===== src/rtl/slot_seq_pkg.sv =====
// Shared types for the slot reset sequencer.
// Assumes: nothing beyond IEEE 1800-2017.
package slot_seq_pkg;

    // Synchronized conditions that gate the slot reset release.
    typedef struct packed {
        logic rails_good;   // every rail in tolerance
        logic host_run;     // host system reset released
        logic pin_high;     // clock-enable pin reads high
    } seq_cond_t;

    // True when every release condition is met.
    function automatic logic cond_ready(seq_cond_t c);
        return c.rails_good & c.host_run & c.pin_high;
    endfunction

endpackage


===== src/rtl/slot_seq_sync.sv =====
// Multi-bit synchronizer bank: one independent flop chain per bit.
// Assumes: bits are unrelated level signals; no bus coherency is implied.
module slot_seq_sync #(
    parameter int WIDTH     = 1,
    parameter int STAGES    = 2,
    parameter bit RESET_VAL = 1'b0
) (
    input  logic             clk,
    input  logic             rst_n,
    input  logic [WIDTH-1:0] async_i,
    output logic [WIDTH-1:0] sync_o
);

    genvar b;
    generate
        for (b = 0; b < WIDTH; b++) begin : g_bit
            logic [STAGES-1:0] chain;

            // Shift the raw bit through STAGES flops.
            always_ff @(posedge clk) begin
                if (!rst_n) begin
                    chain <= {STAGES{RESET_VAL}};
                end else begin
                    chain <= {chain[STAGES-2:0], async_i[b]};
                end
            end

            assign sync_o[b] = chain[STAGES-1];
        end
    endgenerate

endmodule


===== src/rtl/slot_seq_timer.sv =====
// Saturating qualification timer: counts up while clear is low and
// reports done once LIMIT cycles have been counted.
// Assumes: LIMIT >= 1; clear has priority over counting.
module slot_seq_timer #(
    parameter int LIMIT = 16
) (
    input  logic clk,
    input  logic rst_n,
    input  logic clear,
    output logic done
);

    localparam int CW = $clog2(LIMIT + 1);
    localparam logic [CW-1:0] LIM = CW'(LIMIT);

    logic [CW-1:0] cnt;

    // Count towards LIMIT, restart from zero on clear.
    always_ff @(posedge clk) begin
        if (!rst_n) begin
            cnt <= '0;
        end else if (clear) begin
            cnt <= '0;
        end else if (cnt != LIM) begin
            cnt <= cnt + 1'b1;
        end
    end

    assign done = (cnt == LIM);

endmodule


===== src/rtl/slot_rst_seq.sv =====
// Slot reset and clock-enable sequencer.
// Drives the open-drain clock-enable pin low unless every rail is good,
// asserts the slot reset fast on any dropout or host reset, holds it for
// a minimum width, and releases it after a qualification delay.
// Assumes: all inputs asynchronous; pin has an external pull-up.
module slot_rst_seq
    import slot_seq_pkg::*;
#(
    parameter int NUM_RAILS      = 3,
    parameter int SYNC_STAGES    = 2,
    parameter int RELEASE_CYCLES = 1_000_000,
    parameter int MIN_LOW_CYCLES = 10_000
) (
    input  logic                 clk,
    input  logic                 rst_n,
    input  logic [NUM_RAILS-1:0] rail_ok_i,
    input  logic                 host_rst_n_i,
    input  logic                 clken_pin_i,
    output logic                 clken_drive_low_o,
    output logic                 slot_rst_n_o
);

    localparam int SW = NUM_RAILS + 2;

    logic [SW-1:0] raw_in;
    logic [SW-1:0] synced;
    seq_cond_t     cond;
    logic          rails_good_s;
    logic          host_run_s;
    logic          pin_high_s;
    logic          ready_s;
    logic          rel_done;
    logic          hold_done;
    logic          slot_q;
    logic          drive_low_q;

    assign raw_in = {clken_pin_i, host_rst_n_i, rail_ok_i};

    slot_seq_sync #(
        .WIDTH     (SW),
        .STAGES    (SYNC_STAGES),
        .RESET_VAL (1'b0)
    ) i_sync (
        .clk     (clk),
        .rst_n   (rst_n),
        .async_i (raw_in),
        .sync_o  (synced)
    );

    // Collect synchronized bits into the condition record.
    always_comb begin
        cond.rails_good = &synced[NUM_RAILS-1:0];
        cond.host_run   = synced[NUM_RAILS];
        cond.pin_high   = synced[NUM_RAILS+1];
    end

    assign rails_good_s = cond.rails_good;
    assign host_run_s   = cond.host_run;
    assign pin_high_s   = cond.pin_high;
    assign ready_s      = cond_ready(cond);

    // Release delay: restarts whenever any condition drops.
    slot_seq_timer #(
        .LIMIT (RELEASE_CYCLES)
    ) i_release (
        .clk   (clk),
        .rst_n (rst_n),
        .clear (!ready_s),
        .done  (rel_done)
    );

    // Minimum assertion width: counts only while the slot reset is low.
    slot_seq_timer #(
        .LIMIT (MIN_LOW_CYCLES)
    ) i_hold (
        .clk   (clk),
        .rst_n (rst_n),
        .clear (slot_q),
        .done  (hold_done)
    );

    // Registered slot reset: fast assert, qualified release.
    always_ff @(posedge clk) begin
        if (!rst_n) begin
            slot_q <= 1'b0;
        end else if (!ready_s) begin
            slot_q <= 1'b0;
        end else if (rel_done && hold_done) begin
            slot_q <= 1'b1;
        end
    end

    // Registered clock-enable pull-down: follows rail health only.
    always_ff @(posedge clk) begin
        if (!rst_n) begin
            drive_low_q <= 1'b1;
        end else begin
            drive_low_q <= !rails_good_s;
        end
    end

    assign slot_rst_n_o      = slot_q;
    assign clken_drive_low_o = drive_low_q;

endmodule


===== config.mk =====
export PLATFORM = sky130hd
export DESIGN_NAME = slot_rst_seq
export DESIGN_NICKNAME = d
export VERILOG_FILES = /design/src/rtl/slot_seq_pkg.sv /design/src/rtl/slot_seq_sync.sv /design/src/rtl/slot_seq_timer.sv /design/src/rtl/slot_rst_seq.sv
export SDC_FILE = /design/constraint.sdc
export NUM_CORES = 1
export LEC_CHECK = 0
export ABC_AREA = 1
export ABC_CLOCK_PERIOD_IN_PS = 3600
export BUFFER_PORTS_ARGS = -buffer_cell sky130_fd_sc_hd__buf_4
export CORE_AREA = 2 2 97 99
export CTS_BUF_LIST = sky130_fd_sc_hd__clkbuf_4 sky130_fd_sc_hd__clkbuf_8
export CTS_CLUSTER_DIAMETER = 150
export DETAILED_ROUTE_END_ITERATION = 8
export DIE_AREA = 0 0 99 101
export PLACE_DENSITY = 0.43
export SETUP_SLACK_MARGIN = 0.2
export SLEW_MARGIN = 30
export SYNTH_ARGS = -nofsm -noshare
export SYNTH_HDL_FRONTEND = slang
export SYNTH_SLANG_ARGS = --single-unit

===== constraint.sdc =====
create_clock -name clk -period 3.6 [get_ports clk]
set_clock_uncertainty 0.1 [all_clocks]
set_input_delay 0.72 -clock clk [delete_from_list [all_inputs] [get_ports clk]]
set_output_delay 0.72 -clock clk [all_outputs]
set_load 0.05 [all_outputs]

# == Yosys cells after proc, flatten, opt, wreduce, memory -nomap -nowiden ==
# Cells that the tools add are included.
# totals
register_bits,46
in_bits,7
wordCells,23
# classes
addsub,2
n_eq_ne,4
n_bitwise,3
reduce_logical,5
# ops
op,count
$add 20x1->20 const B,1
$eq 20x20->1 const B,1
$ne 20x20->1 const B,1
$add 14x1->14 const B,1
$eq 14x14->1 const B,1
$ne 14x14->1 const B,1
$reduce_and 3->1,1
$and 1x1->1,2
$reduce_and 2->1,1
$reduce_or 2->1,1
$logic_and 1x1->1,1
$logic_not 1->1,1
$not 1->1,1

# == Logic depth before layout (Yosys ltp) ==
# logic_depth
depth_word,4
ltp_mapped,9
depth_no_buf,9

# == By module ==
# Synthesis repeated with hierarchy kept, for this count alone.
# hier_totals
cells_unflattened,341
hier_area_um2,2293.4
# by_module_without_submodules
module,n_inst,cells_each,area_per_inst_um2,seq_area_each_um2
slot_seq_timer at i_release,1,174,1104.8,400.4
slot_seq_timer at i_hold,1,120,779.5,280.3
slot_seq_sync,1,36,324.1,200.2
slot_rst_seq,1,11,85.1,40.0

# == Worst setup path before layout ==
# OpenSTA, ideal clock, no wires.
# synth_timing
kind,input port to flip-flop
startpoint,in rst_n
endpoint,reg i_release.cnt[10]
setup_ns,0.070
t_arrival_ns,1.331
required_ns,3.430
slack_ns,2.100
cell_stages,7
cell_sequence,inv_2 > nor2_2 > inv_2 > nor2_4 > buf_4 > o21ai_0 > a21oi_1
# synth_between
elab_chain_len,1
# synth_lines
item,line,rtl
start: declaration,slot_rst_seq.sv:15,"input logic rst_n,"
$reduce_and 2->1 (no line),n/a,
end signal: assignment,slot_seq_timer.sv:25,cnt <= cnt + 1'b1;
end: declaration,slot_seq_timer.sv:16,logic [CW-1:0] cnt;
# No other way between the ends.
# A chain may end at the register's enable or synchronous reset.

# == Worst setup path after layout ==
# layout_timing
startpoint,"reg slot_q, in the netlist slot_rst_n_o"
endpoint,out slot_rst_n_o
# layout_rtl
item,line,rtl
start: declaration,slot_rst_seq.sv:34,logic slot_q;
start signal: assignment,slot_rst_seq.sv:85,slot_q <= 1'b0;
start signal: assignment,slot_rst_seq.sv:87,slot_q <= 1'b0;
start signal: assignment,slot_rst_seq.sv:89,slot_q <= 1'b1;
end: declaration,slot_rst_seq.sv:20,output logic slot_rst_n_o
# No word-level cell between the ends.

==> impl_metrics.ini <==
[global_routing]
grt_usage_pct = 9.68
antenna_found_initial = 0
gr-total-overflow = 0
grt_max_degree = 16
grt_pass1_vias = 1767
grt_pass1_wl_mm = 7.86

[synth]
synth_cells = 321
syn-cell-area_um2 = 2200
synth.distinct_cells = 24
ys_seq_elements = 46
yosysSeqAreaShare_pct = 41.8
yosysWarningCount = 0
postSynthNetCount = 332
avgSynthCellArea_um2 = 6.86

[timing]
hold_viol_final = 0
slew_violations = 0
rsz0062_at_grt = no
setup_tns_ns = 0
relSlewSlack_pct = 75.5
setup_slack_ns = 1.83
hold_ws_ns = 0.300
layout_min_cycle_time_ns = 1.77
worst_pin_slew_ns = 0.368
setup-violations-final = 0
max_freq_mhz = 565
period_share_pct = 49.2

[place]
post-place-ws_ns = 1.72
dpl-instance-area_um2 = 2390
globalplace.congestion = 0.756
dp.cells = 438
dpl.hpwl_mm = 3.41
numPortBuffers = 8

[cells_and_area]
final_area_um2 = 2490
regArea_um2 = 921
layout.cells.non_filler = 446
postLayoutCoreUtil_pct = 27.7
n_antenna_cell = 0
mostFrequentLayoutCells = nand2_1, inv_1, dfxtp_1, nor2_1, a21oi_1
drive_gt1_share_pct = 11.6
fill_cells = 1001
area_delta_synth_final_pct = 12.8
final_common_cell = nand2_1
multi_input_area_um2 = 1050
final_nets = 345

[drt]
wl_per_cell_um = 9.98
drt_iter0_markers = 73
drc = 0
vias = 1873
routed_wl_mm = 4.45
vias_per_cell = 4.20
first_pass_iters = 4
antenna_left = 0

[floorplan]
initial_utilization_pct = 24.5
die_height_um = 101
rows = 35
die-area_um2 = 10000
ioPinCount = 9
core_um2 = 8980
die_w_um = 99

[critical_path]
cp.required_ns = 2.78
critPathCaptureType = primary output
r2r_start = i_release.cnt[0]$_SDFFE_PN0P_
cp-startpoint = slot_rst_n_o$_SDFFE_PN0P_
cp.depth = 1
endpoint = slot_rst_n_o
r2r_setup_slack_ns = 2.03
r2r_end = i_release.cnt[14]$_SDFFE_PN0P_
worst-path-buf-inv = 1
cp_top_family = flip-flops
start_kind = register
crit_path_max_incr_delay_ns = 0.42
crit_slowest_cell = dfxtp_1
cp_max_fo = 3
cp.arrival_ns = 0.95
crit_type = register to primary output
critical_path.cell_chain = buf_4
worstRegToRegCells = 7

[clock_network]
cts_buffers = 5
cts-root-buf = clkbuf_8
clk_pin_slew_worst_paths_ns = 0.10
holdBufCountCts = 0
htree_levels = 2
clk_path_buf_depth = 2
numClockSinks = 46
postCtsResizedCells = 0
clk_latency_ns = 0.30
cts_tree = built
post_cts_buffers = 0

[pwr]
clockPowerShare_pct = 38.3
switching_share_pct = 21.9
power_frac_comb_pct = 2.7
p_int_uw = 690
peakVddDrop_mv = 0.107
power_leakage_nw = 0.955
power_frac_seq_pct = 58.9
total_power_uw = 883
switchingPower_uw = 193
power_density_nw_per_um2 = 355

[worst_hold_path]
hold_path.class = register to register

[run_status]
status = completed

[run]
maxCapViolCount = 0
-- layer usage --
layer  vias up  share of wire [%]  global-route usage (%)  routed length [um]
li1       1031                  -                       -                   -
met1       820                 50                    12.4                2240
met2        17                 46                    16.2                2050
met3         5                2.3                    2.01                 101
met4         0                1.3                    3.48                  58
met5         -                  0                       0                   0
-- worst min-delay path by stage --
stage                                   startpoint                                  end  slack [ns]  depth (start not counted)
6_report       i_sync.g_bit[2].chain[0]$_SDFF_PN0_  i_sync.g_bit[2].chain[1]$_SDFF_PN0_        0.30                          2
5_1_grt        i_sync.g_bit[2].chain[0]$_SDFF_PN0_  i_sync.g_bit[2].chain[1]$_SDFF_PN0_        0.32                          2
4_1_cts        i_sync.g_bit[1].chain[0]$_SDFF_PN0_  i_sync.g_bit[1].chain[1]$_SDFF_PN0_        0.31                          2
3_5_place_dp   i_sync.g_bit[1].chain[0]$_SDFF_PN0_  i_sync.g_bit[1].chain[1]$_SDFF_PN0_        0.30                          2
3_3_place_gp   i_sync.g_bit[1].chain[0]$_SDFF_PN0_  i_sync.g_bit[1].chain[1]$_SDFF_PN0_        0.30                          2
2_1_floorplan  i_sync.g_bit[0].chain[0]$_SDFF_PN0_  i_sync.g_bit[0].chain[1]$_SDFF_PN0_        0.29                          2
-- power by group through the flow --
stage / Sequential [mW] / Clock, mW / Combinational, mW
final: 0.521 / 0.339 / 0.0242
after global routing: 0.522 / 0.374 / 0.0296
after global placement: 0.533 / 0 / 0.0249
after floorplan: 0.532 / 0 / 0.0159
after detailed placement: 0.533 / 0 / 0.0247
after CTS: 0.521 / 0.355 / 0.0249
-- area by class of cell --
class	instances	area share (%)
clock buffer	7	3.62
clock inverter	1	0.201
inverter	58	8.76
multi-input combinational	215	42.4
sequential	46	37.0
tap	111	5.59
timing repair buffer	8	2.42
-- kinds of logic after synthesis --
| logic type | synth area share, % |
|---|---|
| AOI/OAI and AO/OA | 11.6 |
| buffers and inverters | 10.4 |
| adders and majority gates | 2.27 |
| DFF | 41.8 |
| and+or+nand+nor | 33.9 |
-- sequential cells by signal, indices dropped and copies added, names as in the netlist --
signal              flops
clken_drive_low_o       1
slot_rst_n_o            1
i_hold.cnt             14
i_release.cnt          20
i_sync.g_bit.chain     10
-- synthesized netlist by cell type --
cell type | instances | area [um2]
nor3b_1 | 1 | 7.51
inv_1 | 55 | 206
nand2_2 | 4 | 25.0
a21oi_2 | 1 | 8.76
nor3_2 | 2 | 20.0
nor2_1 | 38 | 143
a21oi_1 | 27 | 135
nor2_4 | 3 | 33.8
nor2_8 | 1 | 20.0
nand4_1 | 3 | 18.8
o21ai_1 | 2 | 10.0
nand3b_1 | 2 | 15.0
o21ai_0 | 19 | 95.1
nor3_1 | 6 | 30.0
inv_2 | 3 | 11.3
nand2_1 | 70 | 263
o21a_1 | 1 | 7.51
buf_4 | 1 | 7.51
nand3b_2 | 1 | 11.3
clkbuf_1 | 1 | 3.75
dfxtp_1 | 46 | 921
nand3_1 | 22 | 110
ha_1 | 4 | 50.1
nor2_2 | 8 | 50.1
Power figures use the tool's default switching activity.
